File: src/rtl/scsi_regport_pkg.sv
package scsi_regport_pkg;

  // register map (pointer auto-increment makes the count bytes adjacent)
  localparam int REG_CTRL   = 8'h01;
  localparam int REG_CNT_HI = 8'h12;
  localparam int REG_CNT_MD = 8'h13;
  localparam int REG_CNT_LO = 8'h14;
  localparam int REG_SELID  = 8'h15;
  localparam int REG_STATUS = 8'h17;
  localparam int REG_CMD    = 8'h18;
  localparam int REG_DATA   = 8'h19;

  localparam int CTRL_EOD_BIT = 3;

  localparam logic [7:0] ST_RESET_DONE  = 8'h01;
  localparam logic [7:0] ST_SEL_TIMEOUT = 8'h42;
  localparam logic [7:0] ST_SERVICE     = 8'h88;
  localparam logic [7:0] ST_XFER_DONE   = 8'h10;
  localparam logic [2:0] PH_DATA_IN     = 3'd1;
  localparam logic [2:0] PH_COMMAND     = 3'd2;

  typedef enum logic [1:0] {
    DEC_NONE,
    DEC_RESET,
    DEC_SELATN,
    DEC_XFER
  } cmd_e;

  function automatic cmd_e decode_cmd(input logic [7:0] b);
    case (b[6:0])
      7'h00:   decode_cmd = DEC_RESET;
      7'h06:   decode_cmd = DEC_SELATN;
      7'h20:   decode_cmd = DEC_XFER;
      default: decode_cmd = DEC_NONE;
    endcase
  endfunction

  function automatic logic [23:0] count24(input logic [7:0] hi, input logic [7:0] md,
                                          input logic [7:0] lo);
    count24 = {hi, md, lo};
  endfunction

  function automatic logic [7:0] aux_byte(input logic pend, input logic err);
    aux_byte = {pend, 5'b00000, err, 1'b1};
  endfunction

  function automatic logic [7:0] sel_status(input logic present);
    sel_status = present ? (ST_SERVICE | {5'b00000, PH_COMMAND}) : ST_SEL_TIMEOUT;
  endfunction

  function automatic logic [7:0] xfer_status();
    xfer_status = ST_XFER_DONE | {5'b00000, PH_DATA_IN};
  endfunction

endpackage

File: src/rtl/srp_regfile.sv
module srp_regfile #(
  parameter int AW     = 5,
  parameter int DW     = 8,
  parameter int ST_IDX = 23,
  localparam int NREG  = 1 << AW
) (
  input  logic                     clk,
  input  logic                     rst_n,
  input  logic                     wr_en,
  input  logic [AW-1:0]            wr_addr,
  input  logic [DW-1:0]            wr_data,
  input  logic                     st_we,
  input  logic [DW-1:0]            st_data,
  output logic [NREG-1:0][DW-1:0]  q
);

  always_ff @(posedge clk) begin
    if (!rst_n) begin
      q <= '0;
    end else begin
      for (int i = 0; i < NREG; i++) begin
        if (st_we && i == ST_IDX)
          q[i] <= st_data;
        else if (wr_en && wr_addr == AW'(i))
          q[i] <= wr_data;
      end
    end
  end

endmodule

File: src/rtl/srp_xfer_buf.sv
module srp_xfer_buf #(
  parameter int DEPTH = 16,
  parameter int DW    = 8,
  parameter int CW    = 24,
  localparam int IW   = $clog2(DEPTH)
) (
  input  logic                     clk,
  input  logic                     rst_n,
  input  logic                     start,
  input  logic [CW-1:0]            start_cnt,
  input  logic                     abort,
  input  logic                     wr,
  input  logic [DW-1:0]            wr_data,
  output logic                     active,
  output logic                     done,
  output logic                     drop,
  output logic [CW-1:0]            len_q,
  output logic [DEPTH*DW-1:0]      buf_flat
);

  logic [CW-1:0]              idx;
  logic [CW-1:0]              cnt;
  logic [DEPTH-1:0][DW-1:0]   mem;
  logic                       in_range;
  logic                       store;

  assign in_range = idx < CW'(DEPTH);
  assign store    = wr && active && in_range;
  assign drop     = wr && (!active || !in_range);
  assign done     = wr && active && (idx + CW'(1) == cnt);
  assign buf_flat = mem;

  always_ff @(posedge clk) begin
    if (!rst_n) begin
      active <= 1'b0;
      idx    <= '0;
      cnt    <= '0;
      len_q  <= '0;
      mem    <= '0;
    end else begin
      if (store)
        mem[idx[IW-1:0]] <= wr_data;
      if (start) begin
        active <= (start_cnt != '0);
        cnt    <= start_cnt;
        idx    <= '0;
      end else if (abort) begin
        active <= 1'b0;
      end else if (wr && active) begin
        idx <= idx + CW'(1);
        if (done) begin
          active <= 1'b0;
          len_q  <= cnt;
        end
      end
    end
  end


  idx_bound_chk: assert property (@(posedge clk) disable iff (!rst_n)
    active |-> idx < cnt);


  drop_idle_chk: assert property (@(posedge clk) disable iff (!rst_n)
    (wr && !active) |=> (!active && idx == $past(idx)));

endmodule

File: src/rtl/scsi_regport.sv
module scsi_regport
  import scsi_regport_pkg::*;
#(
  parameter int AW        = 5,
  parameter int BUF_DEPTH = 16,
  parameter int TGT_N     = 8,
  localparam int DW       = 8,
  localparam int CW       = 24,
  localparam int NREG     = 1 << AW,
  localparam int TW       = $clog2(TGT_N)
) (
  input  logic                      clk,
  input  logic                      rst_n,
  input  logic                      bus_cs,
  input  logic                      bus_we,
  input  logic                      bus_port,
  input  logic [7:0]                bus_wdata,
  output logic [7:0]                bus_rdata,
  input  logic [TGT_N-1:0]          tgt_present,
  output logic                      irq,
  output logic [CW-1:0]             cmd_len,
  output logic [BUF_DEPTH*DW-1:0]   cmd_buf
);

  logic [AW-1:0]              ptr;
  logic [NREG-1:0][DW-1:0]    regs;
  logic                       pend;
  logic                       err;

  // access events
  logic addr_wr, val_wr, val_rd;
  assign addr_wr = bus_cs &&  bus_we && !bus_port;
  assign val_wr  = bus_cs &&  bus_we &&  bus_port;
  assign val_rd  = bus_cs && !bus_we &&  bus_port;

  // decoded events, named for the assertions
  cmd_e dec;
  logic cmd_wr, ev_reset, ev_sel, ev_xfer;
  logic ctl_ack, st_rd_ack, data_wr;
  logic xb_active, xb_done, xb_drop;
  logic tgt_hit;
  logic st_we;
  logic [7:0] st_data;
  logic [CW-1:0] xfer_cnt;

  assign dec       = decode_cmd(bus_wdata);
  assign cmd_wr    = val_wr && ptr == AW'(REG_CMD);
  assign ev_reset  = cmd_wr && dec == DEC_RESET;
  assign ev_sel    = cmd_wr && dec == DEC_SELATN;
  assign ev_xfer   = cmd_wr && dec == DEC_XFER;
  assign ctl_ack   = val_wr && ptr == AW'(REG_CTRL) && bus_wdata[CTRL_EOD_BIT];
  assign st_rd_ack = val_rd && ptr == AW'(REG_STATUS);
  assign data_wr   = val_wr && ptr == AW'(REG_DATA);

  assign tgt_hit   = tgt_present[regs[REG_SELID][TW-1:0]];
  assign xfer_cnt  = count24(regs[REG_CNT_HI], regs[REG_CNT_MD], regs[REG_CNT_LO]);

  always_comb begin
    st_we   = ev_reset || ev_sel || xb_done;
    st_data = xfer_status();
    if (ev_reset)
      st_data = ST_RESET_DONE;
    else if (ev_sel)
      st_data = sel_status(tgt_hit);
  end

  srp_regfile #(.AW(AW), .DW(DW), .ST_IDX(REG_STATUS)) u_regs (
    .clk     (clk),
    .rst_n   (rst_n),
    .wr_en   (val_wr),
    .wr_addr (ptr),
    .wr_data (bus_wdata),
    .st_we   (st_we),
    .st_data (st_data),
    .q       (regs)
  );

  srp_xfer_buf #(.DEPTH(BUF_DEPTH), .DW(DW), .CW(CW)) u_xfer (
    .clk       (clk),
    .rst_n     (rst_n),
    .start     (ev_xfer),
    .start_cnt (xfer_cnt),
    .abort     (ev_reset || ev_sel),
    .wr        (data_wr),
    .wr_data   (bus_wdata),
    .active    (xb_active),
    .done      (xb_done),
    .drop      (xb_drop),
    .len_q     (cmd_len),
    .buf_flat  (cmd_buf)
  );

  always_ff @(posedge clk) begin
    if (!rst_n) begin
      ptr  <= '0;
      pend <= 1'b0;
      err  <= 1'b0;
      irq  <= 1'b0;
    end else begin
      if (addr_wr)
        ptr <= bus_wdata[AW-1:0];
      else if (val_wr)
        ptr <= ptr + AW'(1);

      if (ev_reset || ev_sel || xb_done)
        pend <= 1'b1;
      else if (ctl_ack || st_rd_ack || ev_xfer)
        pend <= 1'b0;

      if (ev_reset)
        err <= 1'b0;
      else if (xb_drop)
        err <= 1'b1;

      irq <= pend;
    end
  end

  assign bus_rdata = bus_port ? regs[ptr] : aux_byte(pend, err);


  ptr_load_chk: assert property (@(posedge clk) disable iff (!rst_n)
    addr_wr |=> ptr == $past(bus_wdata[AW-1:0]));


  ptr_step_chk: assert property (@(posedge clk) disable iff (!rst_n)
    val_wr |=> ptr == $past(ptr) + AW'(1));


  reset_cmd_chk: assert property (@(posedge clk) disable iff (!rst_n)
    ev_reset |=> (pend && !err && regs[REG_STATUS] == ST_RESET_DONE));


  sel_cmd_chk: assert property (@(posedge clk) disable iff (!rst_n)
    ev_sel |=> (pend && (regs[REG_STATUS] == 8'h8A || regs[REG_STATUS] == 8'h42)));


  xfer_done_chk: assert property (@(posedge clk) disable iff (!rst_n)
    xb_done |=> (pend && regs[REG_STATUS] == 8'h11 && !xb_active));


  status_read_chk: assert property (@(posedge clk) disable iff (!rst_n)
    st_rd_ack |=> !pend);


  irq_delay_chk: assert property (@(posedge clk) disable iff (!rst_n)
    xb_done |-> ##2 irq);

endmodule

File: config.mk
export PLATFORM = sky130hd
export DESIGN_NAME = scsi_regport
export DESIGN_NICKNAME = d
export VERILOG_FILES = /design/src/rtl/scsi_regport_pkg.sv /design/src/rtl/srp_regfile.sv /design/src/rtl/srp_xfer_buf.sv /design/src/rtl/scsi_regport.sv
export SDC_FILE = /design/constraint.sdc
export NUM_CORES = 1
export LEC_CHECK = 0
export ABC_AREA = 1
export CORE_UTILIZATION = 25
export CTS_BUF_LIST = sky130_fd_sc_hd__clkbuf_8
export DETAILED_ROUTE_END_ITERATION = 8
export SYNTH_ARGS = -nofsm -noshare
export SYNTH_HDL_FRONTEND = slang
export SYNTH_SLANG_ARGS = --single-unit
File: constraint.sdc
create_clock -name clk -period 4.1 [get_ports clk]
set_clock_uncertainty 0.15 [all_clocks]
set_input_delay 1.23 -clock clk [delete_from_list [all_inputs] [get_ports clk]]
set_output_delay 1.23 -clock clk [all_outputs]
set_load 0.02 [all_outputs]
* After elaboration in Yosys (flattened, before gate mapping) *
Index checks and enable logic that the tools add are counted.

storage, ports and cells
  bits in registers = 465
  input port bits = 21
  output and inout bits = 161
  word-level logic and storage cells = 194

operators by class
  add/subtract/negate cells = 2
  magnitude comparators = 5
  equal/unequal tests = 37
  muxes and demuxes = 22
  bitwise logic cells = 3
  reductions and logical operators = 69

operators by type and width
  operator                                              number
  bitwise mux 128 bit                                   1
  equality test 5 bit (second input constant)           16
  two-way mux 8 bit                                     8
  logical AND 1 bit                                     47
  binary-select mux 8 bit (select 5 bit)                1
  equality test 5 x 4 -> 1 bit (second input constant)  8
  demux 8 bit (select 4 bit)                            1
  adder 24 x 1 -> 24 bit (second input constant)        1
  equality test 24 bit                                  1
  < comparator 24 x 5 -> 1 bit (second input constant)  1
  nonzero test 24 bit                                   1
  equality test 5 x 3 -> 1 bit (second input constant)  4
  equality test 5 x 2 -> 1 bit (second input constant)  2
  two-way mux 5 bit                                     2
  equality test 7 x 3 -> 1 bit (second input constant)  1
  equality test 7 x 6 -> 1 bit (second input constant)  1
  logical NOT 7 bit                                     1
  two-way mux 1 bit                                     7
  < comparator 5 x 6 -> 1 bit (second input constant)   1
  one-hot mux 2 bit (3 select lines)                    1
  nonzero test 2 bit                                    3
  nonzero test 3 bit                                    2
  adder 5 x 1 -> 5 bit (second input constant)          1
  equality test 5 x 1 -> 1 bit (second input constant)  1
  other kinds (13)                                      25

* Depth between registers and ports, before layout *
Gate-level depths: netlist (run 1).

  depth after elaboration = 9
  depth in mapped cells = 19
  depth with buffers taken out = 19

* By module *
A second synthesis (run 1) with hierarchy kept.

second synthesis, totals
  cell total of the unflattened synthesis = 3266
  area total of the unflattened synthesis = 22049.9 µm²

modules (own cells, without submodules)
  module        times used  cells each  area each (µm²)  seq. area each (µm²)
  srp_regfile   1           1212        9527.9           5124.9
  srp_xfer_buf  1           1331        9157.5           4023.9
  scsi_regport  1           723         3364.5           160.2

* Worst setup path before layout (run 1) *
OpenSTA, ideal clock, no wires.

  path type = reg2out
  start point = reg ptr[0]
  end point = out bus_rdata[4]
  data arrival time = 1978 ps
  required time = 2720 ps
  setup slack = 742 ps
  cell stages (with the launch flop) = 9
  path buffers = 3
  path through = dfxtp_1 > inv_1 > clkbuf_1 > clkbuf_1 > buf_1 > nor2_1 > o22ai_1 > nand2_1 > a41oi_1

between the ends
  cells in the longest elaborated chain, start to end = 3

ends and longest elaborated chain
  item                                     RTL line             RTL
  start: declaration                       scsi_regport.sv:25   logic [AW-1:0] ptr;
  start signal: assignment                 scsi_regport.sv:101  ptr <= bus_wdata[AW-1:0];
  start signal: assignment                 scsi_regport.sv:103  ptr <= ptr + AW'(1);
  binary-select mux 8 bit (select 5 bit)   scsi_regport.sv:119  assign bus_rdata = bus_port ? regs[ptr] : aux_byte(pend, err);
  two-way mux 8 bit (not written as such)  scsi_regport.sv:119
  two-way mux 8 bit                        scsi_regport.sv:119
  end: declaration                         scsi_regport.sv:18   output logic [7:0] bus_rdata,

No other way between the ends. The select of a mux whose other input is x is not followed.

* Final worst setup path (run 1) *
Ends and elaborated chain as after synthesis.

==> impl_metrics.py, run 1 <==
metrics = {
    "status": {
        "status": "completed",
    },
    "global_route": {
        "grt_usage_pct": 15.92,
        "grt_pass1_wl_um": 104000,
        "grt_pass1_vias": 17886,
        "grt-ovfl-total": 0,
        "grt_max_degree": 154,
        "antenna_found_initial": 1,
    },
    "yosys": {
        "synth_xor_area_share_pct": 0.2396,
        "synth_nets": 2905,
        "synthMuxAreaShare_pct": 0,
        "avgSynthCellArea_um2": 7.087,
        "synth.top_cells.by_area": "dfxtp_1 46%, o21ai_0 15%, a21oi_1 10%",
        "ys_top_cells_by_count": "593 x o21ai_0, 465 x dfxtp_1, 420 x a21oi_1",
        "synth-async-reset-ratio_pct": 0,
        "yosysTopAreaCell": "dfxtp_1",
        "synth-simple-area-share_pct": 15.79,
        "synth_compound_gate_area_share_pct": 27.49,
        "synth_top_family_by_area": "compound AO/OA/AOI/OAI gates",
        "syn_area_um2": 20360,
        "synth-edff-count": 0,
        "synth_cell_types": 41,
        "synth_warnings": 0,
        "yosysSeqAreaShare_pct": 45.72,
        "yosys.area_share.adder_pct": 0.6759,
        "synth_top_area_share_pct": 45.72,
        "synth_most_common_cell": "o21ai_0",
        "postSynthCellCount": 2873,
        "ys.flop_type": "dfxtp_1",
        "synth-seq-cells": 465,
    },
    "worst_setup_path": {
        "critPathRequiredTime_ps": 2720,
        "critical_path_class": "reg2out",
        "crit_arrival_ps": 2690,
        "reg2reg_depth": 16,
        "setup.worst_path.end": "bus_rdata[4]",
        "path_max_fanout": 50,
        "worstReg2RegStart": "ptr[0]$_SDFFE_PN0P_",
        "r2r_slack_ps": 910,
        "critPathLaunch": "ptr[0]$_SDFFE_PN0P_",
        "timing.rr.end": "u_regs.q[186]$_SDFFE_PN0P_",
        "critPathLaunchType": "flip-flop",
        "endpoint_kind": "output pin",
    },
    "cts": {
        "hold_buffers": 0,
        "clk_latency_ps": 700,
        "cts_tree": "done",
        "cts_max_level": 3,
        "cts_sinks": 465,
        "numCtsBuffers": 78,
        "max-clock-path-buffers": 3,
        "cts_root_buffer": "clkbuf_8",
        "cts.reportedPaths.clkPinSlew_ps": 60,
    },
    "die": {
        "std_cell_rows": 104,
        "io_pins": 182,
        "initial_core_util_pct": 25.28,
        "dieArea_um2": 82590,
        "core_area_um2": 80550,
        "dieHeight_um": 287.4,
        "die_width_um": 287.4,
    },
    "power": {
        "powerDensity_nw_per_um2": 371.5,
        "p_leak_uw": 0.009820,
        "irDropWorstVdd_v": 0.0002325,
        "power_uw": 9546,
    },
    "timing": {
        "worst_slew_pin_slew_ps": 792.7,
        "finalSetupViolCount": 0,
        "hold_viol": 0,
        "tns_ps": 0,
        "fmaxAchievable_mhz": 245.9,
        "rsz0062_at_grt": "yes",
        "min_period_ps": 4067,
        "drv_slew": 0,
        "finalCritPeriodShare_pct": 99.18,
        "relSlewSlack_pct": 47.15,
        "setup_ws_ps": 33.48,
    },
    "routing": {
        "viasPerCell": 4.732,
        "wirelength_um": 67730,
        "drc": 0,
        "drt_iter0_drc": 1737,
        "antenna_left": 0,
        "vias": 19702,
        "drtPass1Iterations": 5,
        "wl_per_cell_um": 16.26,
    },
    "layout": {
        "nets": 3079,
        "drive_gt1_share_pct": 9.729,
        "area_delta_synth_final_pct": 26.20,
        "fillCellCount": 8551,
        "diodes": 0,
        "fin_util_pct": 31.90,
    },
    "placed_design": {
        "place_congestion": 0.8794,
        "portBuffers": 181,
        "pre_cts_slack_ps": 190.0,
        "place_hpwl_um": 43200,
    },
    "worst_hold_path": {
        "hold_class": "reg2reg",
        "hp-start": "u_xfer.buf_flat[81]$_SDFFE_PN0P_",
    },
    "job": {
        "cap_violations": 0,
    },
}
==> area by class of cell <==
| cell class | count | area [um2] | area share (%) |
|---|---|---|---|
| clock inverter | 36 | 244.0 | 0.9495 |
| multi-input combinational | 1877 | 9109 | 35.45 |
| clock buffer | 101 | 1390 | 5.409 |
| inverter | 328 | 1262 | 4.913 |
| sequential | 465 | 9319 | 36.26 |
| tap | 1060 | 1326 | 5.161 |
| timing repair buffer | 297 | 3047 | 11.86 |
==> worst max-delay path, stage by stage, from the launching register on <==
cell,delay (ps)
dfxtp_4,440
clkinv_8,100
buf_16,210
o21ai_1,180
o22ai_2,110
nand2_1,90
nand4_1,260
o21ai_2,230
a41oi_2,50
buf_4,160
buf_4,150
==> sequential cells by signal, indices dropped and copies added (netlist names) <==
name	cells
u_xfer.cnt	24
err	1
u_xfer.len_q	24
u_xfer.idx	24
ptr	5
u_xfer.buf_flat	128
u_xfer.active	1
pend	1
irq	1
u_regs.q	256
==> repair_timing <==
action,4_1_cts,5_1_grt
setup buffers,6,0
resized for setup,29,34
pin swaps,3,8
endpoints found under the setup margin,8,8
cloned,5,0
==> worst min path at each step <==
stage | to | cells past startpoint
3_5_place_dp | u_xfer.buf_flat[109]$_SDFFE_PN0P_ | 2
3_3_place_gp | u_xfer.buf_flat[28]$_SDFFE_PN0P_ | 2
6_report | u_xfer.buf_flat[81]$_SDFFE_PN0P_ | 2
5_1_grt | u_xfer.buf_flat[17]$_SDFFE_PN0P_ | 2
2_1_floorplan | irq$_SDFF_PN0_ | 2
4_1_cts | u_xfer.buf_flat[33]$_SDFFE_PN0P_ | 2
==> layer usage <==
| layer | global-route usage, % | vias to the layer above | wire length, um |
|---|---|---|---|
| li1 | - | 9900 | - |
| met1 | 21.75 | 8997 | 31470 |
| met2 | 25.20 | 694 | 30240 |
| met3 | 2.706 | 109 | 4409 |
| met4 | 5.332 | 2 | 1599 |
| met5 | 0 | - | 13 |
==> power breakdown <==
part	switching [uW]	internal [uW]	total [uW]
Combinational	451	215	666
Sequential	11.9	4530	4540
Clock	1990	2350	4340
Total	2450	7100	9550
==> stage by stage <==
stage               hold slack [ps]  std cells  area [um2]
finish                        292.2       4164       25700
global route                  306.6       4164       25700
CTS                           295.6       4164       25610
detailed placement            286.0       4016       23660
global placement              281.9       4016       23660
floorplan                     270.8       2873       20360
==> kinds of logic after synthesis <==
logic type      count (synthesis)
flops                         465
xor+xnor                        4
fa+ha+maj                      11
simple gates                  771
compound gates               1091
buf+inv                       531
==> placed cells by master (no fill, tap or decap), types with 6 or more instances in the layout <==
master / count
ha_1: 11
buf_4: 98
clkbuf_8: 101
a31oi_1: 7
inv_1: 340
clkdlybuf4s50_1: 170
a211oi_1: 7
o22ai_1: 49
nor2_1: 349
nor3_1: 8
inv_2: 6
nand3_1: 79
o21ai_0: 572
buf_12: 18
dfxtp_1: 461
nand2_1: 273
o21ai_1: 14
o21ai_2: 7
nor2_2: 10
a21oi_1: 416
nand2_2: 7
nand4_1: 27
(Power assumes the default switching activity.)
==> run 2, diff against run 1 <==
Settings changed: CAP_MARGIN set to 5.
==> results of run 2 <==
Same layout as run 1: the final DEF is identical, and so are final timing and power.
